--- src/rtl/rxq_pkg.sv ---
package rxq_pkg;

  typedef enum logic [1:0] {
    THR_EACH_A   = 2'b00,
    THR_EACH_B   = 2'b01,
    THR_NEARFULL = 2'b10,
    THR_FULL     = 2'b11
  } thr_e;

  function automatic int unsigned wrap_inc(input int unsigned p, input int unsigned depth);
    return (p == depth - 1) ? 0 : p + 1;
  endfunction

  function automatic int unsigned wrap_dec(input int unsigned p, input int unsigned depth);
    return (p == 0) ? depth - 1 : p - 1;
  endfunction

endpackage

--- src/rtl/rxq_rst_sync.sv ---
module rxq_rst_sync #(
  parameter int STAGES = 2
) (
  input  logic clk,
  input  logic rst_n,
  output logic srst_n
);

  logic [STAGES-1:0] sync_q;

  always_ff @(posedge clk or negedge rst_n) begin
    if (!rst_n) begin
      sync_q <= '0;
    end else begin
      sync_q <= {sync_q[STAGES-2:0], 1'b1};
    end
  end

  assign srst_n = sync_q[STAGES-1];

endmodule

--- src/rtl/rxq_hold.sv ---
module rxq_hold #(
  parameter int CW = 11
) (
  input  logic          clk,
  input  logic          rst_n,
  input  logic          chr_vld,
  input  logic [CW-1:0] chr_word,
  input  logic          slot_free,
  input  logic          ovr_clr,
  output logic          push,
  output logic [CW-1:0] push_word,
  output logic          ovr
);

  logic          hold_vld_q, hold_vld_n;
  logic [CW-1:0] hold_q;
  logic          hold_ld;
  logic          ovr_q, ovr_n;
  logic          chr_acc;
  logic          ovr_set;

  // next-state logic
  always_comb begin
    chr_acc    = chr_vld && !ovr_q;
    push       = slot_free && (hold_vld_q || chr_acc);
    push_word  = hold_vld_q ? hold_q : chr_word;
    hold_vld_n = hold_vld_q;
    hold_ld    = 1'b0;
    ovr_set    = 1'b0;
    if (hold_vld_q) begin
      if (slot_free) begin
        hold_vld_n = chr_acc;
        hold_ld    = chr_acc;
      end else if (chr_acc) begin
        ovr_set = 1'b1;
      end
    end else if (chr_acc && !slot_free) begin
      hold_vld_n = 1'b1;
      hold_ld    = 1'b1;
    end
    if (ovr_set) begin
      ovr_n = 1'b1;
    end else if (ovr_clr) begin
      ovr_n = 1'b0;
    end else begin
      ovr_n = ovr_q;
    end
  end

  // registers
  always_ff @(posedge clk or negedge rst_n) begin
    if (!rst_n) begin
      hold_vld_q <= 1'b0;
      ovr_q      <= 1'b0;
    end else begin
      hold_vld_q <= hold_vld_n;
      ovr_q      <= ovr_n;
    end
  end

  always_ff @(posedge clk or negedge rst_n) begin
    if (!rst_n) begin
      hold_q <= '0;
    end else if (hold_ld) begin
      hold_q <= chr_word;
    end
  end

  assign ovr = ovr_q;

endmodule

--- src/rtl/rxq_store.sv ---
module rxq_store #(
  parameter int DEPTH = 4,
  parameter int CW    = 11,
  parameter int PW    = (DEPTH > 1) ? $clog2(DEPTH) : 1,
  parameter int CNTW  = $clog2(DEPTH + 1)
) (
  input  logic            clk,
  input  logic            rst_n,
  input  logic            push,
  input  logic [CW-1:0]   push_word,
  input  logic            rd_req,
  output logic [CW-1:0]   head_word,
  output logic [CNTW-1:0] cnt,
  output logic [CNTW-1:0] cnt_after,
  output logic            slot_free,
  output logic            avail
);

  logic [CW-1:0]   mem [DEPTH];
  logic [PW-1:0]   rd_ptr_q, rd_ptr_n;
  logic [PW-1:0]   wr_ptr_q, wr_ptr_n;
  logic [PW-1:0]   prev_ptr;
  logic [CNTW-1:0] cnt_q;
  logic            pop;

  // next-state logic
  always_comb begin
    pop       = rd_req && (cnt_q != '0);
    slot_free = (cnt_q != CNTW'(DEPTH));
    rd_ptr_n  = pop  ? PW'(rxq_pkg::wrap_inc(int'(rd_ptr_q), DEPTH)) : rd_ptr_q;
    wr_ptr_n  = push ? PW'(rxq_pkg::wrap_inc(int'(wr_ptr_q), DEPTH)) : wr_ptr_q;
    prev_ptr  = PW'(rxq_pkg::wrap_dec(int'(rd_ptr_q), DEPTH));
    case ({push, pop})
      2'b10:   cnt_after = cnt_q + CNTW'(1);
      2'b01:   cnt_after = cnt_q - CNTW'(1);
      default: cnt_after = cnt_q;
    endcase
  end

  // registers
  always_ff @(posedge clk or negedge rst_n) begin
    if (!rst_n) begin
      rd_ptr_q <= '0;
      wr_ptr_q <= '0;
      cnt_q    <= '0;
    end else begin
      rd_ptr_q <= rd_ptr_n;
      wr_ptr_q <= wr_ptr_n;
      cnt_q    <= cnt_after;
    end
  end

  for (genvar i = 0; i < DEPTH; i++) begin : g_slot
    always_ff @(posedge clk or negedge rst_n) begin
      if (!rst_n) begin
        mem[i] <= '0;
      end else if (push && (wr_ptr_q == PW'(i))) begin
        mem[i] <= push_word;
      end
    end
  end

  assign avail     = (cnt_q != '0);
  assign head_word = avail ? mem[rd_ptr_q] : mem[prev_ptr];
  assign cnt       = cnt_q;

endmodule

--- src/rtl/rxq_irq.sv ---
module rxq_irq #(
  parameter int DEPTH = 4,
  parameter int CNTW  = $clog2(DEPTH + 1)
) (
  input  logic            clk,
  input  logic            rst_n,
  input  logic            push,
  input  logic [CNTW-1:0] cnt_after,
  input  logic [1:0]      thr_sel,
  output logic            irq
);

  logic irq_q, irq_n;
  rxq_pkg::thr_e mode;

  always_comb begin
    mode = rxq_pkg::thr_e'(thr_sel);
    case (mode)
      rxq_pkg::THR_NEARFULL: irq_n = push && (cnt_after == CNTW'(DEPTH - 1));
      rxq_pkg::THR_FULL:     irq_n = push && (cnt_after == CNTW'(DEPTH));
      default:               irq_n = push;
    endcase
  end

  always_ff @(posedge clk or negedge rst_n) begin
    if (!rst_n) begin
      irq_q <= 1'b0;
    end else begin
      irq_q <= irq_n;
    end
  end

  assign irq = irq_q;

endmodule

--- src/rtl/uart_rx_queue.sv ---
module uart_rx_queue #(
  parameter int DATA_W = 9,
  parameter int DEPTH  = 4
) (
  input  logic              clk,
  input  logic              rst_n,
  input  logic              chr_vld,
  input  logic [DATA_W-1:0] chr_data,
  input  logic              chr_perr,
  input  logic              chr_ferr,
  input  logic              rd_stb,
  input  logic [1:0]        thr_sel,
  input  logic              ovr_clr,
  output logic [DATA_W-1:0] head_data,
  output logic              head_perr,
  output logic              head_ferr,
  output logic              rxq_avail,
  output logic              rxq_irq,
  output logic              rxq_ovr
);

  localparam int CW   = DATA_W + 2;
  localparam int PW   = (DEPTH > 1) ? $clog2(DEPTH) : 1;
  localparam int CNTW = $clog2(DEPTH + 1);

  logic            srst_n;
  logic [CW-1:0]   chr_word;
  logic            push;
  logic [CW-1:0]   push_word;
  logic            slot_free;
  logic [CW-1:0]   head_word;
  logic [CNTW-1:0] cnt_q;
  logic [CNTW-1:0] cnt_after;

  assign chr_word = {chr_data, chr_perr, chr_ferr};

  rxq_rst_sync #(.STAGES(2)) u_rst (
    .clk    (clk),
    .rst_n  (rst_n),
    .srst_n (srst_n)
  );

  rxq_hold #(.CW(CW)) u_hold (
    .clk       (clk),
    .rst_n     (srst_n),
    .chr_vld   (chr_vld),
    .chr_word  (chr_word),
    .slot_free (slot_free),
    .ovr_clr   (ovr_clr),
    .push      (push),
    .push_word (push_word),
    .ovr       (rxq_ovr)
  );

  rxq_store #(.DEPTH(DEPTH), .CW(CW), .PW(PW), .CNTW(CNTW)) u_store (
    .clk       (clk),
    .rst_n     (srst_n),
    .push      (push),
    .push_word (push_word),
    .rd_req    (rd_stb),
    .head_word (head_word),
    .cnt       (cnt_q),
    .cnt_after (cnt_after),
    .slot_free (slot_free),
    .avail     (rxq_avail)
  );

  rxq_irq #(.DEPTH(DEPTH), .CNTW(CNTW)) u_irq (
    .clk       (clk),
    .rst_n     (srst_n),
    .push      (push),
    .cnt_after (cnt_after),
    .thr_sel   (thr_sel),
    .irq       (rxq_irq)
  );

  assign head_data = head_word[CW-1:2];
  assign head_perr = head_word[1];
  assign head_ferr = head_word[0];

endmodule

--- config.mk ---
export PLATFORM = sky130hd
export DESIGN_NAME = uart_rx_queue
export DESIGN_NICKNAME = d
export VERILOG_FILES = /design/src/rtl/rxq_pkg.sv /design/src/rtl/rxq_rst_sync.sv /design/src/rtl/rxq_hold.sv /design/src/rtl/rxq_store.sv /design/src/rtl/rxq_irq.sv /design/src/rtl/uart_rx_queue.sv
export SDC_FILE = /design/constraint.sdc
export NUM_CORES = 1
export LEC_CHECK = 0
export ABC_AREA = 1
export BUFFER_PORTS_ARGS = -buffer_cell sky130_fd_sc_hd__clkbuf_2
export CORE_ASPECT_RATIO = 0.6
export CORE_MARGIN = 3
export CORE_UTILIZATION = 30
export CTS_BUF_LIST = sky130_fd_sc_hd__clkbuf_4 sky130_fd_sc_hd__clkbuf_8
export DETAILED_ROUTE_END_ITERATION = 8
export GPL_TIMING_DRIVEN = 0
export PLACE_DENSITY = 0.47
export RECOVER_POWER = 50
export SLEW_MARGIN = 20
export SYNTH_ARGS = -nofsm -noshare
export SYNTH_HDL_FRONTEND = slang
export SYNTH_SLANG_ARGS = --single-unit
--- constraint.sdc ---
create_clock -name clk -period 2.35 [get_ports clk]
set_clock_uncertainty 0.1 [all_clocks]
set_input_delay 0.3525 -clock clk [delete_from_list [all_inputs] [get_ports clk]]
set_output_delay 0.3525 -clock clk [all_outputs]
set_load 0.005 [all_outputs]
# --- Word level (Yosys, flattened, before mapping) ---
# Index checks and enable logic that the tools add are counted.
classes:
  n_eq_ne: 11
  n_reduce_logical: 17
  muxes: 23
  add_sub_neg: 5
  bitwise: 2
  order_cmp: 2
op_table:
  columns: ["op", "n"]
  rows:
  - ["2-to-1 mux 11 bit", 6]
  - ["binary-select mux 11 bit (select 2 bit)", 2]
  - ["== test 2 bit, second input constant", 6]
  - ["logical AND 1 bit", 10]
  - ["2-to-1 mux 1 bit", 10]
  - ["greater-or-equal comparator 3 bit, second input constant", 2]
  - ["2-to-1 mux 2 bit", 3]
  - ["inverter 2 -> 3 bit", 2]
  - ["one-hot mux 3 bit (2 select lines)", 1]
  - ["adder 2 x 1 -> 2 bit, second input constant", 2]
  - ["== test 2 x 1 -> 1 bit, second input constant", 2]
  - ["logical NOT 2 bit", 2]
  - ["adder 3 x 1 -> 3 bit, second input constant", 1]
  - ["== test 3 x 2 -> 1 bit, second input constant", 1]
  - ["== test 3 bit, second input constant", 1]
  - ["inequality test 3 bit, second input constant", 1]
  - ["nonzero test 3 bit", 1]
  - ["subtractor 3 x 1 -> 3 bit, second input constant", 1]
  - ["logical NOT 1 bit", 2]
  - ["one-hot mux 1 bit (2 select lines)", 1]
  - ["nonzero test 2 bit", 1]
  - ["subtractor 2 x 1 -> 2 bit, second input constant", 1]
  - ["logical OR 1 bit", 1]
totals:
  input_bits: 18
  regBits: 67
  word_cells: 72

# --- Longest topological paths before layout ---
logic_depth:
  ltp_word: 9
  mapped_depth: 16

# --- Hierarchy ---
# From an unflattened synthesis, not the netlist that was laid out.
unflattened:
  cells_unflattened: 546
  hier_area_um2: 3956.3
modules_own_cells:
  columns: ["module", "area_per_inst_um2", "n_inst", "cells_each"]
  rows:
  - ["rxq_store", 3113.0, 1, 432]
  - ["rxq_hold", 721.9, 1, 99]
  - ["rxq_irq", 67.6, 1, 12]
  - ["rxq_rst_sync", 53.8, 1, 3]

# --- Worst setup path before layout ---
# OpenSTA, ideal clock, no wires.
synth_path:
  path_kind: "reg2reg"
  startpoint: "reg u_store.cnt_q[0], in the netlist u_store.cnt[0]"
  endpoint: "reg u_irq.irq_q, in the netlist u_irq.irq"
  required_time_ps: 2137
  setup_ps: 113
  path_slack_ps: 106
  t_arrival_ps: 2031
  path_stages_with_launch: 13
  period_less_slack_ps: 2244
  path_buffers: 1
  cell_sequence: "dfrtp_1 -> nor3_2 -> inv_2 -> nand2_8 -> buf_6 -> ha_1 -> fa_1 -> o21ai_0 -> nor2_1 -> nand3_1 -> nand3_1 -> nand2_1 -> inv_1"
synth_via:
  elab_chain_cells: 7
  word_cells_on_any_way: 14
synth_rtl:
  columns: ["element", "line_no", "rtl"]
  rows:
  - ["start, declared", "rxq_store.sv:23", "logic [CNTW-1:0] cnt_q;"]
  - ["start signal, assigned", "rxq_store.sv:49", "cnt_q <= cnt_after;"]
  - ["inequality test 3 bit / nonzero test 3 bit (equally long branches)", "rxq_store.sv:29, rxq_store.sv:28", null]
  - ["logical AND 1 bit (on tied branches)", "rxq_hold.sv:25, rxq_store.sv:28", null]
  - ["== test 2 x 1 -> 1 bit / == test 2 bit (equally long branches)", "rxq_store.sv:33", "case ({push, pop})"]
  - ["one-hot mux 3 bit (2 select lines)", "rxq_store.sv:33", null]
  - ["== test 3 bit / == test 3 x 2 -> 1 bit (equally long branches)", "rxq_irq.sv:20, rxq_irq.sv:19", null]
  - ["logical AND 1 bit (on tied branches)", "rxq_irq.sv:20, rxq_irq.sv:19", null]
  - ["one-hot mux 1 bit (2 select lines) (*)", "rxq_irq.sv:18", "case (mode)"]
  - ["named net u_irq.irq_n", "rxq_irq.sv:13", "logic irq_q, irq_n;"]
  - ["end signal, assigned", "rxq_irq.sv:29", "irq_q <= irq_n;"]
  - ["end, declared", "rxq_irq.sv:13", null]
# Mark *: on every way through the listed nets, which the timed path passes. The rest lies on a longest branch.
# A chain may end at the register's enable or synchronous reset.

# --- Worst setup path in the final report ---
layout_path:
  startpoint: "reg u_store.rd_ptr_q[0]"
  endpoint: "out head_data[2]"
layout_via:
  elab_chain_cells: 7
  word_cells_on_any_way: 12
layout_rtl:
  columns: ["element", "line_no", "rtl"]
  rows:
  - ["start, declared", "rxq_store.sv:20", "logic [PW-1:0] rd_ptr_q, rd_ptr_n;"]
  - ["start signal, assigned", "rxq_store.sv:47", "rd_ptr_q <= rd_ptr_n;"]
  - ["subtractor 2 x 1 -> 2 bit / logical NOT 2 bit (equally long branches)", "rxq_pkg.sv:15", "return (p == 0) ? depth - 1 : p - 1;"]
  - ["2-to-1 mux 2 bit", "rxq_pkg.sv:15", null]
  - ["inverter 2 -> 3 bit (implied by the code)", "rxq_store.sv:64", "assign head_word = avail ? mem[rd_ptr_q] : mem[prev_ptr];"]
  - ["binary-select mux 11 bit (select 2 bit)", "rxq_store.sv:64", null]
  - ["2-to-1 mux 11 bit (implied by the code) (2 in a row)", "rxq_store.sv:64", null]
  - ["2-to-1 mux 11 bit (*)", "rxq_store.sv:64", null]
  - ["end, declared", "uart_rx_queue.sv:14", "output logic [DATA_W-1:0] head_data,"]
# Mark *: on every way between the ends. The rest lies on a longest branch, timed or not. The select of a mux whose other input is x is not followed.

==> results.ini <==
[power]
p_leak_nw=2.378
p_per_area_mw_per_mm2=1687
peakVddDrop_uv=527.8
power_frac_clock=0.116
seq_power_share=0.234
switching_share=0.4628
p_int_w=0.004585
p_comb_frac=0.651
switchingPower_w=0.003950

[logic_synthesis]
synth_xor_area_frac=0
synth_compound_area_frac=0.2711
ys_ff_latch=67
ys_top_cells_by_area=dfrtp_1 (43%), nand2_1 (10%), o21ai_2 (9.8%)
synth_top_area_frac=0.4278
avgSynthCellArea_um2=8.063
synth-adder-area-share=0.02746
synthSimpleGateAreaFrac=0.1555
synth_cells=486
yosysWarnings=0
syn_area_mm2=0.003919
synth_cell_types=27
synth_nets=512
seq_area_frac_synth=0.4278
synth_top_family_by_area=compound AO/OA/AOI/OAI gates
synth_top_area_cell=dfrtp_1
synthMuxAreaShare=0

[die]
rows=31
core_mm2=0.01241
start_util=0.3157
dieArea_mm2=0.01452
die_y_um=94.53
die_w_um=153.6
boundaryPins=32

[sta]
rsz0062_at_grt=true
relSlewSlack=0.1694
hold_violations=0
worst_pin_slew_ns=1.246
min_period_ns=2.482
finalCritPeriodShare=1.056
drv_slew=0
setup_violations=11
setup_slack_ns=-0.1318
max_freq_ghz=0.4029

[global_route]
grt_max_degree=53
grt_pass1_vias=3637
grt_pass1_wl_mm=20.00
grt_use_total=0.1786
grt_antenna_before_repair=0
grt-ovfl-total=0

[clocking]
htreeDepth=3
cts_inserted_buffers=9
clk_path_buf_depth=2
clkTransAtPathRegs_ns=0.07
clkLatencyLatePin_ns=0.36
cts_tree=yes
root_buffer=clkbuf_8
clock_sink_count=67

[placement]
gp_congestion=0.8317
dp_hpwl_mm=8.382
numPortBuffers=31
dp_slack_ns=-0.5961
placed_area_mm2=0.004312

[layout]
final_layout_size_suffix_gt1_frac=0.3458
fin_area_mm2=0.005059
antenna_cells=0
layout.area.seq_mm2=0.001679
multi_input_area_mm2=0.001983
fillers=1254
fin_nets=582
area_delta_synth_final_pct=29.09

[worst_setup_path]
worstPathMaxFanout=6
required_ns=1.90
cpMostUsedCell=inv_6
crit_type=reg2out
endpoint_kind=output pin
max_stage_delay_ns=0.37
start_kind=register
worstPathArrival_ns=2.03
crit_path_top_delay_cell=dfrtp_1
crit_path_cell_trace=buf_6 > inv_6 > buf_8 > ha_4 > inv_6 > nand2_8 > clkbuf_16 > o21ai_4 > nand2_1 > o21a_1 > buf_2

[routing]
drcViolationCount=0
drt_first_pass_iters=4
wl_per_cell_um=16.79
vias=3580
ant_nets=0
initialDrtViolationCount=249
vias_per_cell=4.931
wl_mm=12.19

[min_path]
hp-class=in2reg

[run_status]
failed_checks=setup timing
status=finished with violations

[job]
drv_cap=0

## path summary, 6_finish.rpt
path                                     start             endpoint  slack [ns]  depth (start not counted)
hold reg to reg                u_rst.sync_q[1]  u_store.rd_ptr_q[0]        0.14                          0
setup / recovery           u_store.rd_ptr_q[0]         head_data[2]       -0.13                         11
min in group asynchronous      u_rst.sync_q[1]  u_store.rd_ptr_q[0]        0.14                          0
max in group asynchronous      u_rst.sync_q[1]       u_store.cnt[0]        0.31                          1
hold / removal                         ovr_clr           u_hold.ovr        0.06                          2
setup reg to reg                u_store.cnt[1]            u_irq.irq        0.05                         12
## synth_stat cells
master,number
nand2_1,106
o21ai_0,70
dfrtp_1,67
inv_1,67
a21oi_1,44
o21ai_2,44
nand3_1,17
o21a_1,11
buf_6,10
clkbuf_1,8
buf_2,7
ha_1,7
nor2_1,5
buf_4,3
nand2_2,3
nor2_4,3
o21ai_1,3
inv_2,2
conb_1,1
fa_1,1
nand2_8,1
nand3b_1,1
nand4_1,1
nor2_2,1
nor3_1,1
nor3_2,1
o32ai_1,1
## power by group through the flow
stage | combinational (W) | sequential (W) | clock, W
3_3_place_gp | 0.00406 | 0.00200 | 0
6_report | 0.00555 | 0.00199 | 0.000988
4_1_cts | 0.00502 | 0.00197 | 0.00100
5_1_grt | 0.00615 | 0.00205 | 0.00105
2_1_floorplan | 0.00295 | 0.00192 | 0
3_5_place_dp | 0.00415 | 0.00199 | 0
## layer usage
metal | vias to the layer above | share of wire | wire (µm) | GRT usage
met5 | - | 0 | 0 | 0
met4 | 0 | 0.011 | 138 | 0.04849
met3 | 14 | 0.059 | 724 | 0.04899
met2 | 99 | 0.40 | 4888 | 0.2551
met1 | 1740 | 0.53 | 6440 | 0.2639
li1 | 1727 | - | - | -
## registers in the layout (all words and copies together) (netlist names)
register / flops
u_store.cnt: 3
u_store.wr_ptr_q: 2
u_store.rd_ptr_q: 2
u_irq.irq: 1
u_hold.ovr: 1
u_hold.hold_q: 11
u_hold.hold_vld_q: 1
u_rst.sync_q: 2
u_store.mem: 44
## layout make-up
cell class / count / share of cell area
well taps: 165 / 0.04081
clock buffers: 10 / 0.02721
plain buffers: 27 / 0.05887
inverters: 69 / 0.05367
multi-input cells: 323 / 0.3920
repair buffers: 59 / 0.08459
flip-flops and latches: 67 / 0.3319
clock inverters: 6 / 0.01088
## kinds of logic after synthesis
logic type | count (synthesis)
compound gates | 173
simple gates | 140
buf+inv | 97
flops | 67
fa+ha+maj | 8
other cells | 1
## critical path: cells and delay by family (launching register included)
family | cells | cell delay (ns)
buffers and inverters | 6 | 0.65
DFF | 1 | 0.37
AOI/OAI and AO/OA | 2 | 0.32
adders and majority gates | 1 | 0.16
and+or+nand+nor | 2 | 0.16
## cells in the final DEF (no fill, tap or decap), types with 13 or more instances in the layout
| cell | count |
|---|---|
| clkbuf_8 | 15 |
| o21ai_1 | 13 |
| nand3_1 | 16 |
| nand2_1 | 104 |
| o21ai_2 | 56 |
| inv_1 | 63 |
| o21ai_0 | 47 |
| buf_4 | 19 |
| a21oi_1 | 31 |
| clkbuf_2 | 26 |
| dfrtp_1 | 65 |
## repair_timing
action                                 CTS  global route
gates cloned                             5             1
endpoints found under the hold margin    2             0
setup buffers                           13             8
setup endpoints to repair               13            12
pin swaps                                6            14
gates resized for setup                 72            41
hold buffers                             1             0
## through the flow
step / hold WS [ns] / instances / total power (W) / TNS, ns / util
6_report: 0.05718 / 726 / 0.008535 / -1.074 / 0.4076
5_1_grt: 0.04206 / 726 / 0.009254 / -2.254 / 0.4076
4_1_cts: 0.04624 / 717 / 0.007995 / -1.077 / 0.3926
3_5_place_dp: 0.04040 / 683 / 0.006134 / -6.618 / 0.3474
3_3_place_gp: 0.03761 / 682 / 0.006065 / -56.56 / 0.3449
2_1_floorplan: -0.04309 / 486 / 0.004875 / 0 / -
(Power assumes the default switching activity.)
